## config.mk

```make
export PLATFORM = sky130hd
export DESIGN_NAME = rdo_chain_slice
export DESIGN_NICKNAME = d
export VERILOG_FILES = /design/src/rtl/rdo_pkg.sv /design/src/rtl/rdo_tok_edge.sv /design/src/rtl/rdo_seq.sv /design/src/rtl/rdo_shreg.sv /design/src/rtl/rdo_chain_slice.sv
export SDC_FILE = /design/constraint.sdc
export NUM_CORES = 1
export LEC_CHECK = 0
export BUFFER_PORTS_ARGS = -buffer_cell sky130_fd_sc_hd__clkbuf_2
export CAP_MARGIN = 20
export CORE_MARGIN = 1
export CORE_UTILIZATION = 47
export DETAILED_ROUTE_END_ITERATION = 8
export GPL_TIMING_DRIVEN = 0
export PLACE_DENSITY = 0.74
export SLEW_MARGIN = 25
export SYNTH_ARGS = -nofsm -noshare
export SYNTH_HDL_FRONTEND = slang
export SYNTH_SLANG_ARGS = --single-unit
```

## constraint.sdc

```tcl
create_clock -name clk -period 3.25 [get_ports clk]
set_input_delay 0.65 -clock clk [delete_from_list [all_inputs] [get_ports clk]]
set_output_delay 0.65 -clock clk [all_outputs]
set_load 0.05 [all_outputs]
```

## src/rtl/rdo_pkg.sv

```systemverilog
package rdo_pkg;

    localparam int unsigned HDR_BITS = 8;
    localparam int unsigned HIT_BITS = 128;
    localparam int unsigned TAG_BITS = 32;
    localparam int unsigned ROW_DEPTH = 128;

    typedef enum logic [2:0] {
        ST_IDLE,
        ST_LOAD,
        ST_SHIFT,
        ST_GAP,
        ST_PASS
    } rdo_state_e;

    // control word from the sequencer to the datapath and port decode
    typedef struct packed {
        logic load;
        logic shift;
        logic send;
        logic pass;
        logic busy;
    } rdo_ctl_t;

    function automatic int unsigned row_bits(input int unsigned h, input int unsigned d,
                                             input int unsigned t);
        return h + d + t;
    endfunction

endpackage

```

## src/rtl/rdo_tok_edge.sv

```systemverilog
module rdo_tok_edge (
    input  logic clk,
    input  logic tok_in,
    output logic rise
);
    logic tok_prev;

    // previous level is tracked through reset so a level held over reset never counts as an edge
    always_ff @(posedge clk) begin
        tok_prev <= tok_in;
    end

    assign rise = tok_in & ~tok_prev;
endmodule

```

## src/rtl/rdo_seq.sv

```systemverilog
module rdo_seq
    import rdo_pkg::*;
#(
    parameter int unsigned ROW_W  = 168,
    parameter int unsigned CNT_W  = 8,
    parameter int unsigned ADDR_W = 7
) (
    input  logic              clk,
    input  logic              rst,
    input  logic              rise,
    input  logic              skip_en,
    input  logic [CNT_W-1:0]  row_count,
    output logic [ADDR_W-1:0] rd_addr,
    output rdo_ctl_t          ctl
);
    localparam int unsigned BIT_W = $clog2(ROW_W);
    localparam logic [BIT_W-1:0] LAST_BIT = BIT_W'(ROW_W - 1);

    rdo_state_e       state_q, state_d;
    logic [CNT_W-1:0] rows_q, rows_d;
    logic [CNT_W-1:0] nxt_q, nxt_d;
    logic [BIT_W-1:0] bit_q, bit_d;
    logic             last_bit;
    logic             more_rows;

    assign last_bit  = (bit_q == LAST_BIT);
    assign more_rows = (nxt_q < rows_q);

    always_comb begin
        state_d   = state_q;
        rows_d    = rows_q;
        nxt_d     = nxt_q;
        bit_d     = bit_q;
        ctl       = '0;
        ctl.busy  = (state_q != ST_IDLE);
        ctl.send  = (state_q == ST_SHIFT);
        ctl.pass  = (state_q == ST_PASS);
        unique case (state_q)
            ST_IDLE: begin
                if (rise) begin
                    rows_d  = row_count;
                    nxt_d   = '0;
                    state_d = (skip_en || row_count == '0) ? ST_PASS : ST_LOAD;
                end
            end
            ST_LOAD: begin
                ctl.load = 1'b1;
                nxt_d    = nxt_q + 1'b1;
                bit_d    = '0;
                state_d  = ST_SHIFT;
            end
            ST_SHIFT: begin
                if (!last_bit) begin
                    ctl.shift = 1'b1;
                    bit_d     = bit_q + 1'b1;
                end else if (more_rows) begin
                    ctl.load = 1'b1;
                    nxt_d    = nxt_q + 1'b1;
                    bit_d    = '0;
                end else begin
                    state_d = ST_GAP;
                end
            end
            ST_GAP:  state_d = ST_PASS;
            ST_PASS: state_d = ST_IDLE;
            default: state_d = ST_IDLE;
        endcase
    end

    always_ff @(posedge clk) begin
        if (rst) begin
            state_q <= ST_IDLE;
            rows_q  <= '0;
            nxt_q   <= '0;
            bit_q   <= '0;
        end else begin
            state_q <= state_d;
            rows_q  <= rows_d;
            nxt_q   <= nxt_d;
            bit_q   <= bit_d;
        end
    end

    assign rd_addr = nxt_q[ADDR_W-1:0];
endmodule

```

## src/rtl/rdo_shreg.sv

```systemverilog
module rdo_shreg #(
    parameter int unsigned ROW_W = 168
) (
    input  logic             clk,
    input  logic             rst,
    input  logic             load,
    input  logic             shift,
    input  logic [ROW_W-1:0] din,
    output logic             msb
);
    logic [ROW_W-1:0] sr_q;

    always_ff @(posedge clk) begin
        if (rst) begin
            sr_q <= '1;
        end else if (load) begin
            sr_q <= din;
        end else if (shift) begin
            sr_q <= {sr_q[ROW_W-2:0], 1'b1};
        end
    end

    assign msb = sr_q[ROW_W-1];
endmodule

```

## src/rtl/rdo_chain_slice.sv

```systemverilog
module rdo_chain_slice
    import rdo_pkg::*;
#(
    parameter int unsigned HDR_W = rdo_pkg::HDR_BITS,
    parameter int unsigned HIT_W = rdo_pkg::HIT_BITS,
    parameter int unsigned TAG_W = rdo_pkg::TAG_BITS,
    parameter int unsigned DEPTH = rdo_pkg::ROW_DEPTH,
    localparam int unsigned ROW_W  = rdo_pkg::row_bits(HDR_W, HIT_W, TAG_W),
    localparam int unsigned CNT_W  = $clog2(DEPTH + 1),
    localparam int unsigned ADDR_W = $clog2(DEPTH)
) (
    input  logic              clk,
    input  logic              rst,
    input  logic              tok_in,
    input  logic              skip_en,
    input  logic [CNT_W-1:0]  row_count,
    output logic [ADDR_W-1:0] rd_addr,
    input  logic [ROW_W-1:0]  rd_data,
    output logic              tok_out,
    output logic              line_pull,
    output logic              busy
);
    logic     rise;
    logic     bit_msb;
    rdo_ctl_t ctl;

    rdo_tok_edge u_edge (
        .clk    (clk),
        .tok_in (tok_in),
        .rise   (rise)
    );

    rdo_seq #(
        .ROW_W  (ROW_W),
        .CNT_W  (CNT_W),
        .ADDR_W (ADDR_W)
    ) u_seq (
        .clk       (clk),
        .rst       (rst),
        .rise      (rise),
        .skip_en   (skip_en),
        .row_count (row_count),
        .rd_addr   (rd_addr),
        .ctl       (ctl)
    );

    rdo_shreg #(
        .ROW_W (ROW_W)
    ) u_sr (
        .clk   (clk),
        .rst   (rst),
        .load  (ctl.load),
        .shift (ctl.shift),
        .din   (rd_data),
        .msb   (bit_msb)
    );

    // open collector: a 0 bit is a pull, a 1 bit leaves the line released
    assign line_pull = ctl.send & ~bit_msb;
    assign tok_out   = ctl.pass;
    assign busy      = ctl.busy;
endmodule

```

; Yosys cells after proc, flatten, opt, wreduce, memory -nomap -nowiden
; Cells that the tools add are included.
[totals]
regBits = 196
inputBits = 180
wordCells = 53
[classes]
addsub = 2
n_lt_le_gt_ge = 1
eq_ne = 10
n_mux = 19
bitwise = 4
reduce_logical = 11
[ops]
columns = cell, count
row1 = 2-to-1 mux 168 bit, 2
row2 = 2-to-1 mux 8 bit, 5
row3 = case mux 8 bit (3 select lines), 1
row4 = "adder 8 x 1 -> 8 bit, second input constant", 2
row5 = case mux 8 bit (2 select lines), 1
row6 = 2-to-1 mux 3 bit, 4
row7 = case mux 3 bit (4 select lines), 1
row8 = "== test 8 bit, second input constant", 1
row9 = zero test 8 bit, 1
row10 = < comparator 8 bit, 1
row11 = "== test 3 x 2 -> 1 bit, second input constant", 2
row12 = nonzero test 3 bit, 2
row13 = 2-to-1 mux 1 bit, 4
row14 = "!= test 2 x 1 -> 1 bit, second input constant", 2
row15 = "!= test 2 bit, second input constant", 2
row16 = AND reduction 2 bit, 2
row17 = AND reduction 4 bit, 1
row18 = nonzero test 2 bit, 2
row19 = "== test 3 x 1 -> 1 bit, second input constant", 1
row20 = "== test 3 bit, second input constant", 1
row21 = zero test 3 bit, 1
row22 = "!= test 3 bit, second input constant", 1
row23 = AND reduction 3 bit, 1
row24 = AND 1 bit, 2
row25 = 3 further kinds, 4

; Longest topological paths before layout
; Gate-level depths: netlist (run 1).
[logic_depth]
depth_word = 5
mapped_depth = 10
ltp_nobuf = 8

; Cells and area by module
; Synthesis (run 1) repeated with hierarchy kept, for this count alone.
[hier_totals]
hier_cells = 950
area_unflattened_um2 = 9296.4
[modules_own_cells]
columns = module, instances, cells_each, area_each_um2
row1 = rdo_shreg, 1, 748, 7654.8
row2 = rdo_seq, 1, 199, 1594.0
row3 = rdo_tok_edge, 1, 2, 33.8
row4 = rdo_chain_slice, 1, 1, 13.8

; Worst setup path before layout (run 1)
; OpenSTA, ideal clock, no wires.
[synth_path]
kind = reg2out
startpoint = reg u_seq.state_q[2]
endpoint = out tok_out
t_arrival_ns = 1.755
path_slack_ns = 0.845
path_stages_with_launch = 3
n_path_buf = 1
path_cell_list = dfxtp_1 > clkbuf_1 > nor3b_1
[synth_between]
elab_chain_cells = 1
[synth_lines]
columns = element, line_no
row1 = start: declaration, rdo_seq.sv:19  ; rdo_state_e state_q, state_d;
row2 = start signal: assignment, rdo_seq.sv:77  ; state_q <= state_d;
row3 = == test 3 bit, rdo_seq.sv:37  ; ctl.pass = (state_q == ST_PASS);
row4 = end: declaration, rdo_chain_slice.sv:19  ; output logic tok_out,
; Every way passes these cells.

; Final worst setup path (run 1)
[layout_path]
startpoint = reg u_seq.nxt_q[5]
endpoint = reg u_sr.sr_q[26]
[layout_between]
elab_chain_cells = 5
elab_cells_between_ends = 6
[layout_lines]
columns = element, line_no
row1 = start: declaration, rdo_seq.sv:21  ; logic [CNT_W-1:0] nxt_q, nxt_d;
row2 = start signal: assignment, rdo_seq.sv:79  ; nxt_q <= nxt_d;
row3 = < comparator 8 bit *, rdo_seq.sv:27  ; assign more_rows = (nxt_q < rows_q);
row4 = 2-to-1 mux 1 bit *, rdo_seq.sv:56  ; end else if (more_rows) begin
row5 = 2-to-1 mux 1 bit *, rdo_seq.sv:53  ; if (!last_bit) begin
row6 = case mux 1 bit (2 select lines) *, rdo_seq.sv:38  ; unique case (state_q)
row7 = 2-to-1 mux 168 bit / nonzero test 2 bit (equally long branches), n/a
row8 = end signal: assignment, rdo_shreg.sv:17  ; sr_q <= din;
row9 = end signal: assignment, rdo_shreg.sv:19  ; sr_q <= {sr_q[ROW_W-2:0], 1'b1};
row10 = end: declaration, rdo_shreg.sv:11  ; logic [ROW_W-1:0] sr_q;
; Mark *: on every way between the ends. The rest lies on a longest branch, timed or not.
; A chain may end at the register's enable or synchronous reset.

==> results of run 1 <==
area by class of cell:
| cell class | count | area (um^2) |
|---|---|---|
| clock inverter | 13 | 171 |
| sequential | 196 | 3920 |
| clock buffer | 18 | 439 |
| buffer | 105 | 477 |
| timing repair buffer | 189 | 946 |
| inverter | 9 | 33.8 |
| antenna | 1 | 2.50 |
| fill | 1901 | 8260 |
| multi-input combinational | 973 | 5060 |
| tap | 265 | 332 |
stage by stage:
| stage | cell area [um^2] | util [%] |
|---|---|---|
| final | 11400 | 58.0 |
| after global routing | 11400 | 57.9 |
| after CTS | 11400 | 57.9 |
| after detailed placement | 10800 | 54.8 |
| after global placement | 10800 | 54.8 |
| after floorplan | 9500 | - |
worst register-to-register path, stage by stage, from the launching register on:
cell,delay [ps]
dfxtp_1,360
ha_1,320
a41oi_1,130
a21oi_1,340
a2111oi_4,130
nor2_1,270
clkbuf_1,650
clkbuf_1,430
nor2_1,90
o21bai_1,170
kinds of logic (layout without fill, tap and decap cells):
logic type      count (synthesis)  in the layout  share of synthesized area, %
compound gates                204            204                          15.8
xor+xnor                        8              8                         0.738
fa+ha+maj                       9              9                          1.19
buf+inv                       114            334                          5.37
flops                         196            196                          41.3
mux                             9              9                         0.948
other cells                     0              1                             0
simple gates                  743            743                          34.7
layout by cell type, fill, tap and decap left out, types with 5 or more instances in the layout:
| master | netlist | final |
|---|---|---|
| buf_4 | 8 | 8 |
| a21oi_1 | 10 | 10 |
| nor3_1 | 5 | 5 |
| o21ai_0 | 12 | 12 |
| xor2_1 | 7 | 7 |
| buf_2 | 42 | 42 |
| inv_1 | 9 | 9 |
| clkbuf_1 | 55 | 55 |
| nor4_1 | 5 | 5 |
| nand2_1 | 341 | 341 |
| nand2b_1 | 5 | 5 |
| and3_1 | 172 | 172 |
| clkbuf_2 | 0 | 189 |
| mux2i_1 | 9 | 9 |
| dfxtp_1 | 196 | 196 |
| ha_1 | 9 | 9 |
| o21bai_1 | 168 | 168 |
| nor2_1 | 199 | 199 |
| clkbuf_16 | 0 | 17 |
power by group through the flow:
stage / Clock [mW] / Combinational, mW / Sequential, mW
detailed placement: 0 / 1.25 / 2.85
global placement: 0 / 1.22 / 2.85
global route: 2.36 / 1.43 / 2.83
finish: 2.23 / 1.26 / 2.80
CTS: 2.26 / 1.26 / 2.80
floorplan: 0 / 0.923 / 2.82
final timing paths:
kind                                    start                          end  slack (ps)
setup reg to reg  u_seq.nxt_q[5]$_SDFFE_PP0P_   u_sr.sr_q[26]$_SDFFE_PP1P_         290
setup / recovery  u_seq.nxt_q[5]$_SDFFE_PP0P_   u_sr.sr_q[26]$_SDFFE_PP1P_         290
hold / removal                         tok_in      u_edge.tok_prev$_DFF_P_         340
hold reg to reg   u_seq.bit_q[7]$_SDFFE_PP0P_  u_seq.bit_q[7]$_SDFFE_PP0P_         480
state kept, by name, summed over array words and instances (netlist names):
register         count
u_seq.nxt_q          8
u_seq.state_q        3
u_sr.sr_q          168
u_seq.rows_q         8
u_seq.bit_q          8
u_edge.tok_prev      1
per-layer routing:
metal	vias to the layer above	wire length [um]	track usage, %
met5	-	0	0
met4	0	393	7.15
met3	29	1150	4.70
met2	217	10600	35.8
met1	4041	11500	31.6
li1	4639	-	-
==> metrics.txt, run 1 <==
post-route fraction of the period consumed by the critical path 91.0%; floorplan row count 51; maximum resistive drop on vdd 320 uV; overall die area 20800 um^2; CTS sink count 196; share of final-layout standard cells stronger than drive strength 1 18.2%; number of hold buffers added after cts 0; synth unique cells 35; number of buffer and inverter stages on the critical path 2; instance count along the most critical hold path 1; family with the most delay on the worst path buffers and inverters; final global-route overflow total 0; unrepaired setup endpoints after global routing false; Synth Flop Type dfxtp_1; result of the run finished clean; antenna violations before repair 2; leakage power of the design 6.79 nW; Final ANT Viol Nets 0; share of total power in combinational logic 20.0%; power density over cell area 551 nW/um^2; GRT Total Usage 22.9%; clock power share 35.4%; worst r2r path cells 9; relative slew slack 46.0%; achievable frequency 338 MHz; count of final setup violators 0; number of enable flip-flop cells after synthesis 0; Worst-Margin Slew 807 ps; pin count of the biggest net entering global routing 18; root buffer selected by CTS clkbuf_16; data arrival time of the critical path 3320 ps; Mapped Avg Cell Area 7.40 um^2; clk buf depth 2; Syn. warnings 0; # H-tree levels 4; num ports 190; count of mapped cells out of synthesis 1283; vertical extent of the die 144 um; cell area after synthesis 9500 um^2; post-placement cell count 1737; starting density of the core 48.3%; number of global-route vias before repair 7957; power dissipated by switching net loads 1.78 mW; CTS tree built; largest incremental delay on the critical path 650 ps; input/output buffers 189; total CTS buffers 17; time the worst path needs with I/O delays and setup 2960 ps; sequential-to-total area share from yosys stat 41.3%; Critical-path top delay cell clkbuf_1; number of cells on the critical path 9; width of the chip 144 um; setup slack of the critical path after layout 294 ps; routed len/inst 13.3 um; final standard cell count with taps included and fillers excluded 1769; category of the worst setup path capture point register; final number of hold-violating endpoints 0; switching power as a share of total power 28.3%; average via count per standard cell 5.05; total power 6.28 mW; Final Max Tran Viols 0; Max Cap Violations 0; Setup Buffers After CTS 0; fraction of synthesized cell area taken by the top area cell type 41.3%; kind of path behind the tightest hold check input port to register; startpoint types register; synthesized flop and latch total 196; cell internal power dissipation 4.50 mW; global-route wire length before repair 37800 um; synth-to-layout area growth 19.9%; data required time of the worst path 3620 ps; top cells by area, synth dfxtp_1, nand2_1, o21bai_1; crit path cell chain ha_1, a41oi_1, a21oi_1, a2111oi_4, nor2_1, clkbuf_1, clkbuf_1, nor2_1, o21bai_1; pre-CTS setup slack 282 ps; Detailed Route Iter0 Violations 566; worst clock skew 9.54 ps; CTS resizes 0; proportion of register bits with asynchronous set or reset after synthesis 0%; global placer's final weighted congestion 0.834; syn_nets 1472; clock latency on the worst-skew pair 440 ps; core outline area 19700 um^2; Pre-antenna DRT Iters 5; placed wire-length estimate after detailed placement 16600 um; cell with the most instances after synthesis nand2_1; Final #Nets 1680; post-synth top area cell dfxtp_1; maximum fanout along the worst path 10; total number of vias 8926; leading post-synthesis cells by instance count nand2_1, nor2_1, dfxtp_1; # DRC 0; final WL 23600 um; clock-pin transition on the worst setup and hold timing paths 70 ps; Worst Path Class, Setup register to register; Post-Route Hold Slack 335 ps; final-layout setup total negative slack 0 ps; portion of total power attributed to sequential cells 44.6%
Note: power is estimated with default switching activity, not from simulation.
==> inputs of run 2 (changes only) <==
--- a/config.mk
+++ b/config.mk
@@ -12,7 +12,10 @@
 export DETAILED_ROUTE_END_ITERATION = 8
 export GPL_TIMING_DRIVEN = 0
 export PLACE_DENSITY = 0.74
+export RECOVER_POWER = 50
+export SKIP_CTS_REPAIR_TIMING = 1
 export SLEW_MARGIN = 25
 export SYNTH_ARGS = -nofsm -noshare
 export SYNTH_HDL_FRONTEND = slang
 export SYNTH_SLANG_ARGS = --single-unit
+export TNS_END_PERCENT = 1
==> run 2 against run 1 <==
Net effect: count of clock-buffer cells in the layout stayed put; non-clock buffer count did not move; cell area down 0.21%; worst setup slack lost 79 ps; highest routed layer unchanged; wire length shrank 0.40%; utilization is 0.12 points lower; register-to-register slack worse by 80 ps; die area unchanged.
==> metrics.txt, run 2 (same netlist as run 1, synthesis figures left out) <==
result of the run finished clean (unchanged); utilization after layout 57.8% (was 58.0%); Final #Nets 1680 (unchanged); # DRC 0 (unchanged); largest register by flop count u_sr.sr_q (unchanged); time the worst path needs with I/O delays and setup 3040 ps (was 2960 ps); Critical-path top delay cell or4_1 (was clkbuf_1); core outline area 19700 um^2 (unchanged); synth-to-layout area growth 19.7% (was 19.9%); number of global-route vias before repair 7957 (unchanged); global-route wire length before repair 37800 um (unchanged); leakage power of the design 6.75 nW (was 6.79 nW); commonest non-fill, non-tap cells in the layout nand2_1, nor2_1, dfxtp_1 (unchanged); share of total power in combinational logic 20.0% (about the same); startpoint types register (unchanged); data required time of the worst path 3620 ps (about the same); pin count of the biggest net entering global routing 18 (unchanged); antenna violations before repair 2 (unchanged); clk buf depth 2 (unchanged); origin of the worst setup path u_seq.bit_q[0]$_SDFFE_PP0P_ (was u_seq.nxt_q[5]$_SDFFE_PP0P_); final WL 23500 um (was 23600 um); Worst-Margin Slew 802 ps (was 807 ps); clock-pin transition on the worst setup and hold timing paths 70 ps (about the same); total power 6.27 mW (was 6.28 mW); total CTS buffers 17 (unchanged); average via count per standard cell 5.03 (was 5.05); worst r2r path cells 9 (unchanged); global placer's final weighted congestion 0.834 (unchanged); starting density of the core 48.3% (unchanged); switching power as a share of total power 28.2% (was 28.3%); data arrival time of the critical path 3410 ps (was 3320 ps); root buffer selected by CTS clkbuf_16 (unchanged); power dissipated by switching net loads 1.77 mW (was 1.78 mW); width of the chip 144 um (unchanged); capture instance of the worst register-to-register path u_sr.sr_q[36]$_SDFFE_PP1P_ (was u_sr.sr_q[26]$_SDFFE_PP1P_); number of inserted filler cells in the final layout 1910 (was 1901); final global-route overflow total 0 (unchanged); maximum fanout along the worst path 10 (unchanged); total number of vias 8900 (was 8926); number of buffer and inverter stages on the critical path 2 (unchanged); post-placement cell count 1737 (unchanged); Max Cap Violations 0 (unchanged); cell internal power dissipation 4.50 mW (about the same); achievable frequency 329 MHz (was 338 MHz); largest incremental delay on the critical path 570 ps (was 650 ps); slack of the worst reg-to-reg path 210 ps (was 290 ps); power density over cell area 552 nW/um^2 (was 551 nW/um^2); routed len/inst 13.3 um (about the same); CTS sink count 196 (unchanged); input/output buffers 189 (unchanged); CTS tree built (unchanged); final-layout setup total negative slack 0 ps (unchanged); number of cells on the critical path 9 (unchanged); num ports 190 (unchanged); floorplan row count 51 (unchanged); vertical extent of the die 144 um (unchanged); Final ANT Viol Nets 0 (unchanged); clock latency on the worst-skew pair 440 ps (about the same); category of the worst setup path capture point register (unchanged); unrepaired setup endpoints after global routing false (unchanged); post-route fraction of the period consumed by the critical path 93.4% (was 91.0%); portion of total power attributed to sequential cells 44.6% (about the same); overall die area 20800 um^2 (unchanged); Final Max Tran Viols 0 (unchanged); share of final-layout standard cells stronger than drive strength 1 17.1% (was 18.2%); startpoint of the worst-slack reg-to-reg timing path u_seq.bit_q[0]$_SDFFE_PP0P_ (was u_seq.nxt_q[5]$_SDFFE_PP0P_); clock power share 35.4% (about the same); relative slew slack 46.5% (was 46.0%); final number of hold-violating endpoints 0 (unchanged); crit path cell chain ha_1, nand3_1, or4_1, nand2_1, clkbuf_1, clkbuf_1, nand2_1, and3_1, o21bai_1 (was ha_1, a41oi_1, a21oi_1, a2111oi_4, nor2_1, clkbuf_1, clkbuf_1, nor2_1, o21bai_1); GRT Total Usage 22.9% (unchanged); Pre-antenna DRT Iters 5 (unchanged); count of final setup violators 0 (unchanged); Worst Path Class, Setup register to register (unchanged); family with the most delay on the worst path simple AND/OR/NAND/NOR gates (was buffers and inverters); kind of path behind the tightest hold check input port to register (unchanged); end point of the critical path u_sr.sr_q[36]$_SDFFE_PP1P_ (was u_sr.sr_q[26]$_SDFFE_PP1P_); most common cell after layout, fill and taps aside nand2_1 (unchanged); placed wire-length estimate after detailed placement 16600 um (unchanged); Detailed Route Iter0 Violations 519 (was 566); final standard cell count with taps included and fillers excluded 1769 (unchanged); max FFs per register 168 (unchanged); maximum resistive drop on vdd 320 uV (about the same); # H-tree levels 4 (unchanged); worst clock skew 10.3 ps (was 9.54 ps)
[run 2: metrics by stage]
step / setup slack [ps] / hold slack (ps) / cell area, um^2
floorplan: 845 / 452 / 9500
global placement: 345 / 466 / 10800
detailed placement: 282 / 471 / 10800
CTS: 271 / 328 / 11400
global route: 15.1 / 340 / 11400
finish: 214 / 354 / 11400
[run 2: cell type report]
| class | count | area [um^2] | share of cell area [%] |
|---|---|---|---|
| Antenna cell | 1 | 2.50 | 0.0220 |
| Buffer | 105 | 470 | 4.14 |
| Clock buffer | 18 | 439 | 3.86 |
| Clock inverter | 13 | 171 | 1.51 |
| Inverter | 9 | 33.8 | 0.297 |
| Multi-Input combinational cell | 973 | 5060 | 44.5 |
| Sequential cell | 196 | 3920 | 34.5 |
| Tap cell | 265 | 332 | 2.92 |
| Timing Repair Buffer | 189 | 932 | 8.20 |
[run 2: worst min-delay path by stage]
stage / endpoint / startpoint / slack, ps / cells past startpoint
detailed placement: u_seq.bit_q[7]$_SDFFE_PP0P_ / u_seq.bit_q[7]$_SDFFE_PP0P_ / 470 / 2
CTS: u_edge.tok_prev$_DFF_P_ / tok_in / 330 / 1
global route: u_edge.tok_prev$_DFF_P_ / tok_in / 340 / 1
finish: u_edge.tok_prev$_DFF_P_ / tok_in / 350 / 1
global placement: u_seq.bit_q[7]$_SDFFE_PP0P_ / u_seq.bit_q[7]$_SDFFE_PP0P_ / 470 / 2
floorplan: u_seq.bit_q[7]$_SDFFE_PP0P_ / u_seq.bit_q[7]$_SDFFE_PP0P_ / 450 / 2
[run 2: layer usage]
layer / up-vias / share of wire, % / global-route usage (%)
li1: 4643 / - / -
met1: 4030 / 48 / 31.6
met2: 196 / 45 / 35.8
met3: 31 / 4.8 / 4.70
met4: 0 / 1.8 / 7.15
met5: - / 0 / 0
[run 2: power by group through the flow]
| stage | Combinational [mW] | Clock [mW] | Sequential (mW) |
|---|---|---|---|
| 3_5_place_dp | 1.25 | 0 | 2.85 |
| 2_1_floorplan | 0.923 | 0 | 2.82 |
| 5_1_grt | 1.42 | 2.36 | 2.83 |
| 6_report | 1.25 | 2.22 | 2.80 |
| 4_1_cts | 1.26 | 2.26 | 2.80 |
| 3_3_place_gp | 1.22 | 0 | 2.85 |
==> inputs of run 3 (changes only) <==
--- a/config.mk
+++ b/config.mk
@@ -7,11 +7,13 @@
 export LEC_CHECK = 0
 export BUFFER_PORTS_ARGS = -buffer_cell sky130_fd_sc_hd__clkbuf_2
 export CAP_MARGIN = 20
+export CELL_PAD_IN_SITES_DETAIL_PLACEMENT = 1
+export CELL_PAD_IN_SITES_GLOBAL_PLACEMENT = 1
 export CORE_MARGIN = 1
-export CORE_UTILIZATION = 47
+export CORE_UTILIZATION = 43
 export DETAILED_ROUTE_END_ITERATION = 8
 export GPL_TIMING_DRIVEN = 0
-export PLACE_DENSITY = 0.74
+export PLACE_DENSITY = 0.9
 export RECOVER_POWER = 50
 export SKIP_CTS_REPAIR_TIMING = 1
 export SLEW_MARGIN = 25
==> run 3 against run 2 <==
Net effect: maximum frequency decreased by 0.37%; via count increased by 5.7%; die area increased by 9.2%; worst setup slack got worse by 11 ps; utilization decreased by 5.5 points; non-clock buffer count unchanged; sequential share of layout area decreased by 0.087 points; critical path depth unchanged; first-iteration DRC count decreased by 18%; hold slack got worse by 21 ps; critical path type unchanged; critical endpoint is now u_sr.sr_q[55]$_SDFFE_PP1P_; largest cell class unchanged.
==> metrics.txt, run 3 (same netlist as run 1, synthesis figures left out) <==
category of the worst setup path capture point register (unchanged); Final #Nets 1680 (unchanged); data required time of the worst path 3600 ps (was 3620 ps); pre-CTS setup slack 191 ps (was 282 ps); Final Max Tran Viols 0 (unchanged); time the worst path needs with I/O delays and setup 3050 ps (was 3040 ps); library cell appearing most often on the critical path nand2_1; final-layout setup total negative slack 0 ps (unchanged); count of final setup violators 0 (unchanged); most common cell after layout, fill and taps aside nand2_1 (unchanged); worst clock skew 8.23 ps (was 10.3 ps); share of final-layout standard cells stronger than drive strength 1 17.3% (was 17.1%); leakage power of the design 6.76 nW (was 6.75 nW); placed wire-length estimate after detailed placement 20000 um (was 16600 um); clock-pin transition on the worst setup and hold timing paths 70 ps (about the same); startpoint types register (unchanged); relative slew slack 38.1% (was 46.5%); average via count per standard cell 5.28 (was 5.03); global-route wire length before repair 45500 um (was 37800 um); # H-tree levels 4 (unchanged); largest incremental delay on the critical path 530 ps (was 570 ps); Detailed Route Iter0 Violations 427 (was 519); pin count of the biggest net entering global routing 17 (was 18); clock latency on the worst-skew pair 430 ps (was 440 ps); input/output buffers 189 (unchanged); Worst Path Class, Setup register to register (unchanged); Max Cap Violations 0 (unchanged); global placer's final weighted congestion 0.822 (was 0.834); maximum fanout along the worst path 10 (unchanged); total number of vias 9403 (was 8900); clk buf depth 2 (unchanged); max FFs per register 168 (unchanged); result of the run finished clean (unchanged); number of inserted filler cells in the final layout 2900 (was 1910); width of the chip 151 um (was 144 um); achievable frequency 328 MHz (was 329 MHz); maximum resistive drop on vdd 212 uV (was 320 uV); routed len/inst 16.0 um (was 13.3 um); vertical extent of the die 151 um (was 144 um); Pre-antenna DRT Iters 5 (unchanged); final number of hold-violating endpoints 0 (unchanged); unrepaired setup endpoints after global routing false (unchanged); total CTS buffers 17 (unchanged); overall die area 22700 um^2 (was 20800 um^2); number of global-route vias before repair 9389 (was 7957); root buffer selected by CTS clkbuf_16 (unchanged); antenna violations before repair 1 (was 2); data arrival time of the critical path 3390 ps (was 3410 ps); floorplan row count 54 (was 51); CTS sink count 196 (unchanged); setup slack of the critical path after layout 203 ps (was 214 ps); Critical-path top delay cell or4_4 (was or4_1); commonest non-fill, non-tap cells in the layout nand2_1, nor2_1, dfxtp_1 (unchanged); synth-to-layout area growth 20.0% (was 19.7%); kind of path behind the tightest hold check input port to register (unchanged); num ports 190 (unchanged); CTS tree built (unchanged); starting density of the core 43.7% (was 48.3%); Final ANT Viol Nets 0 (unchanged); post-route fraction of the period consumed by the critical path 93.7% (was 93.4%); final global-route overflow total 0 (unchanged); final WL 28500 um (was 23500 um); core outline area 21800 um^2 (was 19700 um^2); # DRC 0 (unchanged); GRT Total Usage 25.4% (was 22.9%); largest register by flop count u_sr.sr_q (unchanged); total power 6.37 mW (was 6.27 mW); Worst-Margin Slew 921 ps (was 802 ps); power density over cell area 559 nW/um^2 (was 552 nW/um^2); crit path cell chain ha_1, nand3_1, or4_4, nand2_1, clkbuf_1, buf_2, nand2_1, and3_1, o21bai_1 (was ha_1, nand3_1, or4_1, nand2_1, clkbuf_1, clkbuf_1, nand2_1, and3_1, o21bai_1)
==> run 3: cell count changes in the layout (fill, tap and decap cells not counted), moves of 2 or more <==
cell,previous run,this run
clkbuf_1,71,69
clkinvlp_4,4,2
inv_6,4,1
buf_2,33,36
==> run 3: worst max-delay path, delay by kind of cell (launching register included) <==
family / cells / cell delay (ps)
AO/OA/AOI/OAI: 1 / 180
buffers and inverters: 2 / 850
adder cells (fa/ha/maj): 1 / 230
AND/OR/NAND/NOR: 5 / 1330
flip-flops: 1 / 380
==> run 3: final timing paths <==
| path | start | end | slack [ps] | cells after the start |
|---|---|---|---|---|
| setup reg to reg | u_seq.bit_q[0]$_SDFFE_PP0P_ | u_sr.sr_q[55]$_SDFFE_PP1P_ | 200 | 9 |
| hold reg to reg | u_seq.bit_q[1]$_SDFFE_PP0P_ | u_seq.bit_q[1]$_SDFFE_PP0P_ | 490 | 2 |
| setup / recovery | u_seq.bit_q[0]$_SDFFE_PP0P_ | u_sr.sr_q[55]$_SDFFE_PP1P_ | 200 | 9 |
| hold / removal | tok_in | u_edge.tok_prev$_DFF_P_ | 330 | 1 |
==> run 3: metal layers <==
layer	vias up	GRT usage (%)	wire length, um
li1	4642	-	-
met2	182	43.9	13900
met3	48	4.09	989
met5	-	0	0
met1	4531	31.5	12900
met4	0	9.45	689
==> run 3: power breakdown <==
part	internal, mW	switching, mW	total [mW]
Combinational	0.592	0.710	1.30
Clock	1.32	0.935	2.25
Sequential	2.67	0.145	2.82
Total	4.58	1.79	6.37
==> run 3: area by class of cell <==
class                           instances  area (um^2)  share of cell area, %
Multi-Input combinational cell        973         5070                   44.5
Sequential cell                       196         3920                   34.4
Timing Repair Buffer                  189          933                   8.19
Buffer                                105          473                   4.15
Clock buffer                           20          457                   4.01
Tap cell                              280          350                   3.07
Clock inverter                          9          154                   1.35
Inverter                                9         33.8                  0.296
Antenna cell                            1         2.50                 0.0220
==> run 3: stage by stage <==
stage | hold WS (ps) | std cells | utilization, % | cell area [um^2]
floorplan | 452 | 1283 | - | 9500
global placement | 466 | 1752 | 49.6 | 10800
detailed placement | 487 | 1752 | 49.6 | 10800
CTS | 319 | 1781 | 52.4 | 11400
global route | 320 | 1782 | 52.4 | 11400
finish | 332 | 1782 | 52.4 | 11400
